$ cat config.mk
export PLATFORM = sky130hd
export DESIGN_NAME = tbuf_fill_ctr
export DESIGN_NICKNAME = d
export VERILOG_FILES = /design/src/rtl/tbuf_fill_pkg.sv /design/src/rtl/tbuf_rst_sync.sv /design/src/rtl/tbuf_session_ctl.sv /design/src/rtl/tbuf_fill_cnt.sv /design/src/rtl/tbuf_fill_ctr.sv
export SDC_FILE = /design/constraint.sdc
export NUM_CORES = 1
export LEC_CHECK = 0
export BUFFER_PORTS_ARGS = -buffer_cell sky130_fd_sc_hd__buf_2
export CAP_MARGIN = 20
export CORE_AREA = 2 2 49 51
export DETAILED_ROUTE_END_ITERATION = 8
export DIE_AREA = 0 0 51 53
export SYNTH_ARGS = -nofsm -noshare
export SYNTH_HDL_FRONTEND = slang
export SYNTH_HIERARCHICAL = 1
export SYNTH_SLANG_ARGS = --single-unit
$ cat constraint.sdc
create_clock -name clk -period 0.8 [get_ports clk]
set_input_delay 0.08 -clock clk [delete_from_list [all_inputs] [get_ports clk]]
set_output_delay 0.08 -clock clk [all_outputs]
set_load 0.01 [all_outputs]
$ cat src/rtl/tbuf_fill_pkg.sv
package tbuf_fill_pkg;

  typedef enum logic [1:0] {
    ALN_BEGIN = 2'b00,
    ALN_MID   = 2'b01,
    ALN_END   = 2'b10
  } aln_e;

  // 11 is folded onto the end-aligned behaviour
  function automatic aln_e aln_decode(input logic [1:0] raw);
    aln_e m;
    case (raw)
      2'b00:   m = ALN_BEGIN;
      2'b01:   m = ALN_MID;
      default: m = ALN_END;
    endcase
    return m;
  endfunction

endpackage

$ cat src/rtl/tbuf_rst_sync.sv
module tbuf_rst_sync #(
  parameter int STAGES = 2
) (
  input  logic clk,
  input  logic arst_n,
  output logic srst_n
);

  logic [STAGES-1:0] sync_q;

  always_ff @(posedge clk or negedge arst_n) begin
    if (!arst_n) begin
      sync_q <= '0;
    end else begin
      sync_q <= {sync_q[STAGES-2:0], 1'b1};
    end
  end

  assign srst_n = sync_q[STAGES-1];

endmodule

$ cat src/rtl/tbuf_session_ctl.sv
module tbuf_session_ctl
  import tbuf_fill_pkg::*;
(
  input  logic       clk,
  input  logic       rst_n,
  input  logic       arm_wr,
  input  logic       half_store,
  input  logic       mid_stop,
  input  logic [1:0] align_mode,
  input  logic       wrap_evt,
  output logic       store_en,
  output logic       arm_clr_req
);

  logic armed_q, armed_d;
  logic stop_q, stop_d;
  logic req_q, req_d;
  aln_e mode_q, mode_d;
  logic mid_halt;

  // the stop blocks a store in the same cycle it is seen
  assign mid_halt = (mode_q == ALN_MID) && (stop_q || mid_stop);
  assign store_en = armed_q && half_store && !arm_wr && !mid_halt;

  always_comb begin
    armed_d = armed_q;
    stop_d  = stop_q;
    mode_d  = mode_q;
    req_d   = 1'b0;
    if (arm_wr) begin
      armed_d = 1'b1;
      stop_d  = 1'b0;
      mode_d  = aln_decode(align_mode);
    end else begin
      if (armed_q && (mode_q == ALN_MID) && mid_stop) begin
        stop_d = 1'b1;
      end
      // begin-aligned session ends on the wrap
      if (wrap_evt && (mode_q == ALN_BEGIN)) begin
        armed_d = 1'b0;
        req_d   = 1'b1;
      end
    end
  end

  always_ff @(posedge clk or negedge rst_n) begin
    if (!rst_n) begin
      armed_q <= 1'b0;
      stop_q  <= 1'b0;
      req_q   <= 1'b0;
      mode_q  <= ALN_END;
    end else begin
      armed_q <= armed_d;
      stop_q  <= stop_d;
      req_q   <= req_d;
      mode_q  <= mode_d;
    end
  end

  assign arm_clr_req = req_q;

endmodule

$ cat src/rtl/tbuf_fill_cnt.sv
module tbuf_fill_cnt #(
  parameter int CNT_W = 7
) (
  input  logic             clk,
  input  logic             rst_n,
  input  logic             arm_wr,
  input  logic             store_en,
  output logic [CNT_W-1:0] fill_cnt,
  output logic             buf_full,
  output logic             wrap_evt
);

  localparam logic [CNT_W-1:0] CNT_MAX = {CNT_W{1'b1}};

  logic [CNT_W-1:0] cnt_q, cnt_d;
  logic             full_q, full_d;
  logic             cnt_ce;

  assign wrap_evt = store_en && (cnt_q == CNT_MAX);
  assign cnt_ce   = arm_wr || store_en;

  always_comb begin
    cnt_d  = cnt_q;
    full_d = full_q;
    if (arm_wr) begin
      cnt_d  = '0;
      full_d = 1'b0;
    end else if (store_en) begin
      cnt_d = cnt_q + 1'b1;
      if (wrap_evt) begin
        full_d = 1'b1;
      end
    end
  end

  always_ff @(posedge clk or negedge rst_n) begin
    if (!rst_n) begin
      cnt_q  <= '0;
      full_q <= 1'b0;
    end else if (cnt_ce) begin
      cnt_q  <= cnt_d;
      full_q <= full_d;
    end
  end

  assign fill_cnt = cnt_q;
  assign buf_full = full_q;

endmodule

$ cat src/rtl/tbuf_fill_ctr.sv
module tbuf_fill_ctr #(
  parameter int CNT_W       = 7,
  parameter int SYNC_STAGES = 2
) (
  input  logic             clk,
  input  logic             por_n,
  input  logic             sys_rst_n,
  input  logic             arm_wr,
  input  logic             half_store,
  input  logic             tb_rd,
  input  logic             mid_stop,
  input  logic [1:0]       align_mode,
  output logic [CNT_W-1:0] fill_cnt,
  output logic             buf_full,
  output logic             arm_clr_req
);

  logic cnt_rst_n;
  logic sess_arst_n;
  logic sess_rst_n;
  logic store_en;
  logic wrap_evt;
  logic unused_rd;

  // reads are observed but never change any state
  assign unused_rd   = tb_rd;
  assign sess_arst_n = por_n && sys_rst_n;

  // count domain sees power-on reset only
  tbuf_rst_sync #(.STAGES(SYNC_STAGES)) u_cnt_rst (
    .clk    (clk),
    .arst_n (por_n),
    .srst_n (cnt_rst_n)
  );

  tbuf_rst_sync #(.STAGES(SYNC_STAGES)) u_sess_rst (
    .clk    (clk),
    .arst_n (sess_arst_n),
    .srst_n (sess_rst_n)
  );

  tbuf_session_ctl u_sess (
    .clk         (clk),
    .rst_n       (sess_rst_n),
    .arm_wr      (arm_wr),
    .half_store  (half_store),
    .mid_stop    (mid_stop),
    .align_mode  (align_mode),
    .wrap_evt    (wrap_evt),
    .store_en    (store_en),
    .arm_clr_req (arm_clr_req)
  );

  tbuf_fill_cnt #(.CNT_W(CNT_W)) u_cnt (
    .clk      (clk),
    .rst_n    (cnt_rst_n),
    .arm_wr   (arm_wr),
    .store_en (store_en),
    .fill_cnt (fill_cnt),
    .buf_full (buf_full),
    .wrap_evt (wrap_evt)
  );

endmodule

Word-level counts from Yosys, hierarchy flattened. Index checks and enable logic that the tools add are counted.

Flip-flop bits (word level): 17. Input port bits: 9. Logic and storage cells: 45. Output and inout bits: 9.

Add/sub/neg operators: 1. Eq/ne operators: 3. Reductions and logical operators: 21. Mux-type cells: 12.

Operators by type and width (count): 2-to-1 mux 7 bit (2); logical AND 1 bit (9); 2-to-1 mux 1 bit (9); nonzero test 2 bit (4); adder 7 x 1 -> 7 bit, second input constant (1); == test 7 bit, second input constant (1); == test 2 x 1 -> 1 bit, second input constant (2); logical NOT 2 bit (2); one-hot mux 2 bit (2 select lines) (1); AND reduction 3 bit (1); logical NOT 1 bit (2); logical OR 1 bit (2); AND reduction 2 bit (1).

Logic depth before layout (Yosys ltp). Gate-level depths: netlist of run 1.

Word-level depth: 8. Gate-level depth with buffers: 7.

By module. Netlist of run 1, hierarchy kept.

By module, submodules not included: tbuf_fill_cnt (sequential area each 200.2 µm², cells an instance 36, times used 1, area an instance 384.1 µm²); tbuf_session_ctl (sequential area each 126.4 µm², cells an instance 20, times used 1, area an instance 214.0 µm²); tbuf_rst_sync (sequential area each 50.0 µm², cells an instance 3, times used 2, area an instance 53.8 µm²); tbuf_fill_ctr (sequential area each 0.0 µm², cells an instance 1, times used 1, area an instance 6.3 µm²).

Worst setup path before layout of run 1. OpenSTA, ideal clock, no wires.

Path type: reg2reg. Start: register u_sess.stop_q. End: register u_sess.armed_q. Setup slack: -915 ps. Arrival: 1588 ps. Stages on the path, launching flop included: 8. Period minus slack after synthesis: 1715 ps. Library setup time: 127 ps. Path through: dfrtp_1 -> or2_0 -> a311oi_1 -> buf_6 -> nand3_2 -> nor3_1 -> nor4b_2 -> nor2_1.

Cells in the longest elaborated chain, start to end: 7.

RTL lines: start, declared (line tbuf_session_ctl.sv:16) `logic stop_q, stop_d;`; start signal, assigned (line tbuf_session_ctl.sv:54) `stop_q <= stop_d;`; logical OR 1 bit (line tbuf_session_ctl.sv:22) `assign mid_halt = (mode_q == ALN_MID) && (stop_q || mid_stop);`; logical AND 1 bit (line tbuf_session_ctl.sv:22); logical NOT 1 bit (line tbuf_session_ctl.sv:23) `assign store_en = armed_q && half_store && !arm_wr && !mid_halt;`; logical AND 1 bit (line tbuf_session_ctl.sv:23); via store_en (line tbuf_fill_ctr.sv:21) `logic store_en;`; logical AND 1 bit (line tbuf_fill_cnt.sv:19) `assign wrap_evt = store_en && (cnt_q == CNT_MAX);`; via wrap_evt (line tbuf_fill_ctr.sv:22) `logic wrap_evt;`; logical AND 1 bit (line tbuf_session_ctl.sv:39) `if (wrap_evt && (mode_q == ALN_BEGIN)) begin`; nonzero test 2 bit (no line); end signal, assigned (line tbuf_session_ctl.sv:53) `armed_q <= armed_d;`; end, declared (line tbuf_session_ctl.sv:15) `logic armed_q, armed_d;`.

The timed path passes the listed nets, and every way through them passes these cells. A chain may end at the register's enable or synchronous reset.

Worst setup path after layout of run 1.
Start: register u_sess.mode_q[1]. End: register u_sess.armed_q.

Cells in the longest elaborated chain, start to end: 7. Elaborated cells on any way between the ends: 8. Those cells by class: eq/ne (1); reduce/logical (7).

RTL lines: start, declared (line tbuf_session_ctl.sv:18) `aln_e mode_q, mode_d;`; start signal, assigned (line tbuf_session_ctl.sv:56) `mode_q <= mode_d;`; == test 2 x 1 -> 1 bit (line tbuf_session_ctl.sv:22); logical AND 1 bit (line tbuf_session_ctl.sv:22); logical NOT 1 bit (line tbuf_session_ctl.sv:23); logical AND 1 bit (line tbuf_session_ctl.sv:23); via store_en (line tbuf_fill_ctr.sv:21); logical AND 1 bit (line tbuf_fill_cnt.sv:19); via wrap_evt (line tbuf_fill_ctr.sv:22); logical AND 1 bit (line tbuf_session_ctl.sv:39); nonzero test 2 bit (no line).

The timed path passes the listed nets, and every way through them passes these cells.

==> parameters.txt, run 1 <==
Parameter                              Value

Setup path
  Endpoint class of the critical path ... flip-flop
  CP arrival ... 1.85 ns
  Reg-to-Reg Start ... u_sess/mode_q[1]$_DFFE_PN1P_
  Crit Path Category ... reg -> reg
  Startpoint type of the worst setup path ... flip-flop
  Data required time of the critical path ... 0.97 ns
  Delay of the slowest cell on the worst path ... around 0.56 ns
  Slowest-stage cell, CP ... sky130_fd_sc_hd__dfstp_2
  Worst r2r dst ... u_sess/armed_q$_DFFE_PN0P_
  Crit path cell chain ... inv_2 > a311oi_4 > nand3_2 > nor3_2 > nor4b_4 > nor2_1
  Largest driver fanout on the critical path ... 3
  Number of cells traversed by the worst register-to-register path ... 6
  Worst setup slack for register-to-register paths ... -0.88 ns

Floorplanning
  Chip Width ... 51 um
  Core area ... ~2100 um2
  Starting utilization of the core area ... 33.1%
  I/O pins ... 18
  Die Y ... about 53 um
  Standard-cell rows ... 17
  Overall die area ... 2700 um2

Hold path
  HP Class ... in -> reg
  End of the worst hold path ... u_sess/mode_q[1]$_DFFE_PN1P_
  Start point of the worst hold path ... align_mode[1]
  Number of cells on the worst hold path ... 3

Power
  Pwr dens ... 1400 nW/um2
  Sw Pwr ... 0.370 mW
  Sw Ratio ... 23.4%
  Cell internal pwr ... 1.21 mW
  Overall power consumption ... 1.58 mW
  Total leakage power ... 0.541 nW
  Peak supply drop ... 1370 uV
  Sequential cell fraction of total power ... 58.2%
  Fraction of power consumed by the clock network ... roughly 27%
  Combinational cell fraction of total power ... between 10% and 20%

Placement
  Count of buffers from port buffering ... 16
  Weighted congestion reported at the end of routability-driven placement ... 0.740
  Worst setup slack after placement ... -0.988 ns
  HPWL after detailed placement ... between 1000 and 1500 um

STA
  Minimum period implied by the final worst setup slack ... 1.68 ns
  Final hold violations ... 0
  Unrepaired setup endpoints after global routing ... yes
  Max-slew violations ... 0
  Worst-case clock skew ... 0.00586 ns
  Endpoints failing setup ... 21
  Period Utilization, post-route ... 210%
  Achievable clock frequency ... 596 MHz
  Post-route worst setup slack ... -0.877 ns

CTS
  Clock Root Buffer ... sky130_fd_sc_hd__clkbuf_4
  Post-CTS clock slew at the launch and capture registers of the worst setup and hold paths ... 0.09 ns
  H-tree depth reported by CTS ... 1
  Worst-Skew Late Latency ... 0.28 ns
  CTS Sinks ... 17
  Clock tree from TritonCTS ... done
  Total CTS buffers ... 3
  Maximum number of buffers from clock root to sink ... 2

Drt
  Number of detailed-routing iterations run before antenna repair ... 4
  Number of DRC violations after detailed-routing iteration 0 ... 7
  ANT nets after route ... 0
  Wirelength, routed ... 1440 um
  Routed wire per std cell ... 10.9 um
  Residual DRC ... 0
  Vias per std cell ... 4.34
  Vias ... 573

Status
  Violations in the final reports ... negative setup slack
  Status ... complete, but fails checks

GRT
  Wire length of the first global-routing pass ... 2460 um
  Pin count of the biggest net entering global routing ... 16
  GR Util All Layers ... 12.6%
  Via count of the first global-routing pass ... 578
  Initial antenna violation count ... 0
  Aggregate global routing overflow ... 0

Yosys
  Count of different cell masters after synthesis ... 27
  Flip-flop and latch count after synthesis ... 17
  Post-Synthesis Net Count ... 73
  Synthesized area divided by synthesized cell count ... 11.3 um2
  Cell area after synthesis ... 712 um2
  Synth Instances ... 63
  Number of warnings printed during yosys synthesis ... 6
  Proportion of synthesized chip area in sequential cells ... 59.9%

Run
  Number of maximum-capacitance constraint violations ... 0

Finish
  Most used cells in the layout excluding fill and tap cells ... 16 x sky130_fd_sc_hd__dfrtp_1, 13 x sky130_fd_sc_hd__buf_2, 12 x sky130_fd_sc_hd__buf_6, 12 x sky130_fd_sc_hd__buf_4, 7 x sky130_fd_sc_hd__nor2_1
  Final-stage net count ... approximately 120
  Antenna diodes ... 0
  Most common cell after layout, fill and taps aside ... sky130_fd_sc_hd__dfrtp_1
  Fraction of final layout cells with drive strength greater than 1 ... 52.9%
  Growth of design area from synthesis to finish ... 58.7%
## sequential cells by signal (all words and copies together) (netlist names)
| name | flops |
|---|---|
| u_cnt/fill_cnt | 7 |
| u_cnt_rst/sync_q | 2 |
| u_sess/mode_q | 2 |
| u_sess_rst/sync_q | 2 |
| u_cnt/buf_full | 1 |
| u_sess/arm_clr_req | 1 |
| u_sess/armed_q | 1 |
| u_sess/stop_q | 1 |
## synth_stat cells
| master | instances | area, um2 |
|---|---|---|
| sky130_fd_sc_hd__a311oi_1 | 1 | 8.76 |
| sky130_fd_sc_hd__nand3_2 | 1 | 10.0 |
| sky130_fd_sc_hd__buf_1 | 1 | 3.75 |
| sky130_fd_sc_hd__o21ai_0 | 4 | 20.0 |
| sky130_fd_sc_hd__nand2_1 | 4 | 15.0 |
| sky130_fd_sc_hd__nand4b_1 | 1 | 8.76 |
| sky130_fd_sc_hd__xnor2_1 | 1 | 8.76 |
| sky130_fd_sc_hd__buf_6 | 1 | 11.3 |
| sky130_fd_sc_hd__or2_0 | 1 | 6.26 |
| sky130_fd_sc_hd__nor4b_2 | 1 | 15.0 |
| sky130_fd_sc_hd__dfrtp_1 | 16 | 400 |
| sky130_fd_sc_hd__nand4_1 | 1 | 6.26 |
| sky130_fd_sc_hd__ha_1 | 1 | 12.5 |
| sky130_fd_sc_hd__a21oi_1 | 3 | 15.0 |
| sky130_fd_sc_hd__nor3_1 | 1 | 5.00 |
| sky130_fd_sc_hd__nand3_1 | 1 | 5.00 |
| sky130_fd_sc_hd__xor2_1 | 3 | 26.3 |
| sky130_fd_sc_hd__nor2_1 | 7 | 26.3 |
| sky130_fd_sc_hd__and2_1 | 1 | 6.26 |
| sky130_fd_sc_hd__or3_1 | 2 | 12.5 |
| sky130_fd_sc_hd__inv_1 | 4 | 15.0 |
| sky130_fd_sc_hd__dfstp_2 | 1 | 26.3 |
| sky130_fd_sc_hd__conb_1 | 2 | 7.51 |
| sky130_fd_sc_hd__mux2i_1 | 1 | 10.0 |
| sky130_fd_sc_hd__nand4_2 | 1 | 12.5 |
| sky130_fd_sc_hd__o21ba_1 | 1 | 10.0 |
| sky130_fd_sc_hd__nand3b_1 | 1 | 7.51 |
## area by class of cell
| cell class | instances | area (um2) |
|---|---|---|
| repair buffers | 39 | 310 |
| clock buffers | 3 | 22.5 |
| multi-input cells | 40 | 315 |
| flip-flops and latches | 17 | 427 |
| well taps | 28 | 35.0 |
| fillers | 193 | 1020 |
| clock inverters | 1 | 5.00 |
| inverters | 4 | 15.0 |
## cell families after synthesis
kind of cell | Yosys count | synth area share, %
simple gates | 23 | 19.2
xor+xnor | 4 | 4.92
other cells | 2 | 1.05
mux | 1 | 1.41
compound gates | 9 | 7.56
flops | 17 | 59.9
buf+inv | 6 | 4.22
fa+ha+maj | 1 | 1.76
## power by group through the flow
stage,clock network [mW],registers (mW),logic [mW]
floorplan,0,0.938,0.0585
global placement,0,0.930,0.134
detailed placement,0,0.932,0.136
CTS,0.461,0.918,0.208
global route,0.492,0.925,0.247
finish,0.431,0.919,0.228
## worst max-delay path: cells and delay by family (launching register included)
family,cells,cell delay [ns]
buffers and inverters,1,0.05
and+or+nand+nor,4,0.64
DFF,1,0.56
AOI/OAI and AO/OA,1,0.31
## what timing repair did
item                                    in CTS  in global routing
endpoints found under the hold margin        4                  0
gates resized for setup                     16                 12
setup buffers                                6                  7
pin swaps                                   10                  8
endpoints found under the setup margin      21                 22
hold buffers                                 2                  0
## worst max path at each step
stage                                       startpoint                    endpoint  slack, ns  depth (start not counted)
final                     u_sess/mode_q[1]$_DFFE_PN1P_  u_sess/armed_q$_DFFE_PN0P_      -0.88                          6
after global routing      u_sess/mode_q[1]$_DFFE_PN1P_  u_sess/armed_q$_DFFE_PN0P_      -0.97                          6
after CTS                    u_sess/stop_q$_DFFE_PN0P_  u_sess/armed_q$_DFFE_PN0P_      -0.86                          6
after detailed placement  u_sess/mode_q[1]$_DFFE_PN1P_  u_sess/armed_q$_DFFE_PN0P_      -0.99                          6
after global placement    u_sess/mode_q[1]$_DFFE_PN1P_  u_sess/armed_q$_DFFE_PN0P_      -0.88                          6
after floorplan           u_sess/mode_q[1]$_DFFE_PN1P_  u_sess/armed_q$_DFFE_PN0P_      -0.87                          7
## metrics by stage
stage / util [%] / hold slack (ns) / cell area (um2) / std cells / TNS (ns)
finish: 52.6 / 0.0264 / 1130 / 132 / -9.45
global placement: 42.5 / -0.129 / 913 / 117 / -7.43
CTS: 50.0 / 0.00296 / 1070 / 128 / -9.02
global route: 52.6 / 0.0233 / 1130 / 132 / -10.68
floorplan: - / -0.216 / 723 / 63 / -6.65
detailed placement: 42.5 / -0.128 / 913 / 117 / -7.92
## routing by layer
| layer | share of wire, % | vias to the layer above | global-route usage, % |
|---|---|---|---|
| met4 | 0.76 | 0 | 2.70 |
| met1 | 45 | 267 | 16.1 |
| li1 | - | 291 | - |
| met3 | 3.9 | 2 | 5.08 |
| met2 | 51 | 13 | 20.1 |
| met5 | 0 | - | 0 |
(Power assumes the default switching activity.)
==> inputs of run 2 (changes only) <==
- REMOVE_ABC_BUFFERS: unset -> 1
- SETUP_SLACK_MARGIN: unset -> 0.3
==> parameters.txt, run 2 (synthesis gave the netlist of run 1 again) <==
Parameter                              Value

Status
  Status ... complete, but fails checks
  Violations in the final reports ... negative setup slack

Setup path
  Endpoint class of the critical path ... flip-flop
  Data required time of the critical path ... 1.02 ns
  Crit Path Category ... reg -> reg
  Largest driver fanout on the critical path ... 3
  Number of cells traversed by the worst register-to-register path ... 7
  Startpoint type of the worst setup path ... flip-flop
  Delay of the slowest cell on the worst path ... between 0.5 and 0.6 ns
  CP bufs+invs ... 3
  Worst r2r dst ... u_cnt/fill_cnt[5]$_DFFE_PN0P_
  Critical Path Most Common Cell ... sky130_fd_sc_hd__buf_4
  Crit path cell chain ... inv_2 > a311oi_2 > buf_4 > buf_4 > nand4_2 > or3_1 > a21oi_1
  Reg-to-Reg Start ... u_sess/mode_q[1]$_DFFE_PN1P_
  Worst setup slack for register-to-register paths ... -0.92 ns
  Slowest-stage cell, CP ... sky130_fd_sc_hd__dfstp_2
  Top Family by Delay on Critical Path ... flip-flops
  CP arrival ... a little under 2 ns

Finish
  Max FFs per register ... 7
  Final-stage net count ... approximately 120
  Non-filler cells, final ... 135
  Most used cells in the layout excluding fill and tap cells ... 15 x sky130_fd_sc_hd__buf_4, 15 x sky130_fd_sc_hd__dfrtp_1, 14 x sky130_fd_sc_hd__buf_6
  Fraction of final layout cells with drive strength greater than 1 ... about half
  Antenna diodes ... 0
  Growth of design area from synthesis to finish ... 61.0%

CTS
  Worst-Skew Late Latency ... about 0.29 ns
  Clock tree from TritonCTS ... done
  Post-CTS clock slew at the launch and capture registers of the worst setup and hold paths ... 0.09 ns
  Maximum number of buffers from clock root to sink ... 2
  H-tree depth reported by CTS ... 1
  Total CTS buffers ... 3
  CTS Sinks ... 17
  Total of hold buffers inserted after clock tree synthesis ... 2
  Clock Root Buffer ... sky130_fd_sc_hd__clkbuf_4

GRT
  GR Util All Layers ... between 10% and 20%
  Initial antenna violation count ... 0
  Via count of the first global-routing pass ... 556
  Wire length of the first global-routing pass ... 2340 um
  Pin count of the biggest net entering global routing ... 16
  Aggregate global routing overflow ... 0

Power
  Overall power consumption ... between 1.5 and 2 mW
  Sw Pwr ... 0.368 mW
  Pwr dens ... 1360 nW/um2
  Sw Ratio ... 23.6%
  Cell internal pwr ... approximately 1.2 mW
  Fraction of power consumed by the clock network ... 28.5%
  Total leakage power ... 0.568 nW
  Peak supply drop ... 1260 uV
  Combinational cell fraction of total power ... 12.8%
  Sequential cell fraction of total power ... 58.8%

STA
  Final hold violations ... 0
  Endpoints failing setup ... 21
  Minimum hold slack ... 0.0145 ns
  Unrepaired setup endpoints after global routing ... yes
  Max-slew violations ... 0
  Minimum period implied by the final worst setup slack ... around 1.7 ns
  Achievable clock frequency ... 581 MHz
  Worst-case clock skew ... 0.00477 ns
  Period Utilization, post-route ... 215%
  Post-route worst setup slack ... -0.922 ns

Floorplanning
  Overall die area ... roughly 2700 um2
  Standard-cell rows ... 17
  Starting utilization of the core area ... 33.1%
  Chip Width ... 51 um
  I/O pins ... 18
  Die Y ... 53 um
  Core area ... 2150 um2

Hold path
  Start point of the worst hold path ... align_mode[1]
  End of the worst hold path ... u_sess/mode_q[1]$_DFFE_PN1P_
  HP Class ... in -> reg
  Number of cells on the worst hold path ... 3

Drt
  Number of DRC violations after detailed-routing iteration 0 ... 5
  Routed wire per std cell ... 11.6 um
  Wirelength, routed ... 1560 um
  Vias ... 606
  Residual DRC ... 0
  ANT nets after route ... 0
  Number of detailed-routing iterations run before antenna repair ... 2
  Vias per std cell ... approximately 4.5

Run
  Number of maximum-capacitance constraint violations ... 0

Placement
  Count of buffers from port buffering ... 16
  Placed Cells ... approximately 120
  HPWL after detailed placement ... 1020 um
  Worst setup slack after placement ... -0.968 ns
  Weighted congestion reported at the end of routability-driven placement ... 0.690
[run 2: worst max path at each step]
| stage | cells past startpoint | startpoint | endpoint |
|---|---|---|---|
| floorplan | 6 | u_sess/stop_q$_DFFE_PN0P_ | u_sess/armed_q$_DFFE_PN0P_ |
| global placement | 7 | u_sess/stop_q$_DFFE_PN0P_ | u_sess/armed_q$_DFFE_PN0P_ |
| detailed placement | 7 | u_sess/stop_q$_DFFE_PN0P_ | u_sess/armed_q$_DFFE_PN0P_ |
| CTS | 7 | u_sess/mode_q[1]$_DFFE_PN1P_ | u_sess/armed_q$_DFFE_PN0P_ |
| global route | 7 | u_sess/mode_q[1]$_DFFE_PN1P_ | u_sess/armed_q$_DFFE_PN0P_ |
| finish | 7 | u_sess/mode_q[1]$_DFFE_PN1P_ | u_cnt/fill_cnt[5]$_DFFE_PN0P_ |
[run 2: metal layers]
metal,global-route usage (%),wire [um],up-vias
met1,13.5,683,292
met3,5.93,65,4
met4,6.76,25,0
met5,0,0,-
li1,-,-,298
met2,20.3,787,12
[run 2: per-stage QoR]
step           cell area [um2]  utilization [%]  TNS, ns
2_1_floorplan              697                -   -10.18
3_3_place_gp               932             43.4    -7.45
4_1_cts                   1080             50.2   -10.14
6_report                  1150             53.3   -10.45
5_1_grt                   1150             53.3   -12.09
3_5_place_dp               932             43.4    -7.71
[run 2: layout make-up]
type	instances	area [um2]
well taps	28	35.0
repair buffers	42	345
inverters	4	15.0
fillers	202	1000
multi-input cells	40	295
clock inverters	1	5.00
flip-flops and latches	17	428
clock buffers	3	22.5
[run 2: tightest hold or removal path, stage by stage]
cell,delay [ns]
sky130_fd_sc_hd__buf_2,0.10
sky130_fd_sc_hd__nand2_1,0.04
sky130_fd_sc_hd__o21ai_0,0.08
[run 2: repair_timing]
| action | in CTS | in global routing |
|---|---|---|
| resized for setup | 16 | 10 |
| gates cloned | 0 | 0 |
| buffers inserted | 3 | 5 |
| pin swaps | 10 | 4 |
| endpoints found under the setup margin | 22 | 22 |
| hold endpoints to repair | 5 | 1 |
[run 2: power by group through the flow]
stage | Clock (mW) | Combinational (mW) | Sequential (mW)
detailed placement | 0 | 0.137 | 0.930
CTS | 0.474 | 0.179 | 0.915
global placement | 0 | 0.135 | 0.929
global route | 0.514 | 0.214 | 0.920
floorplan | 0 | 0.0434 | 0.936
finish | 0.443 | 0.199 | 0.914
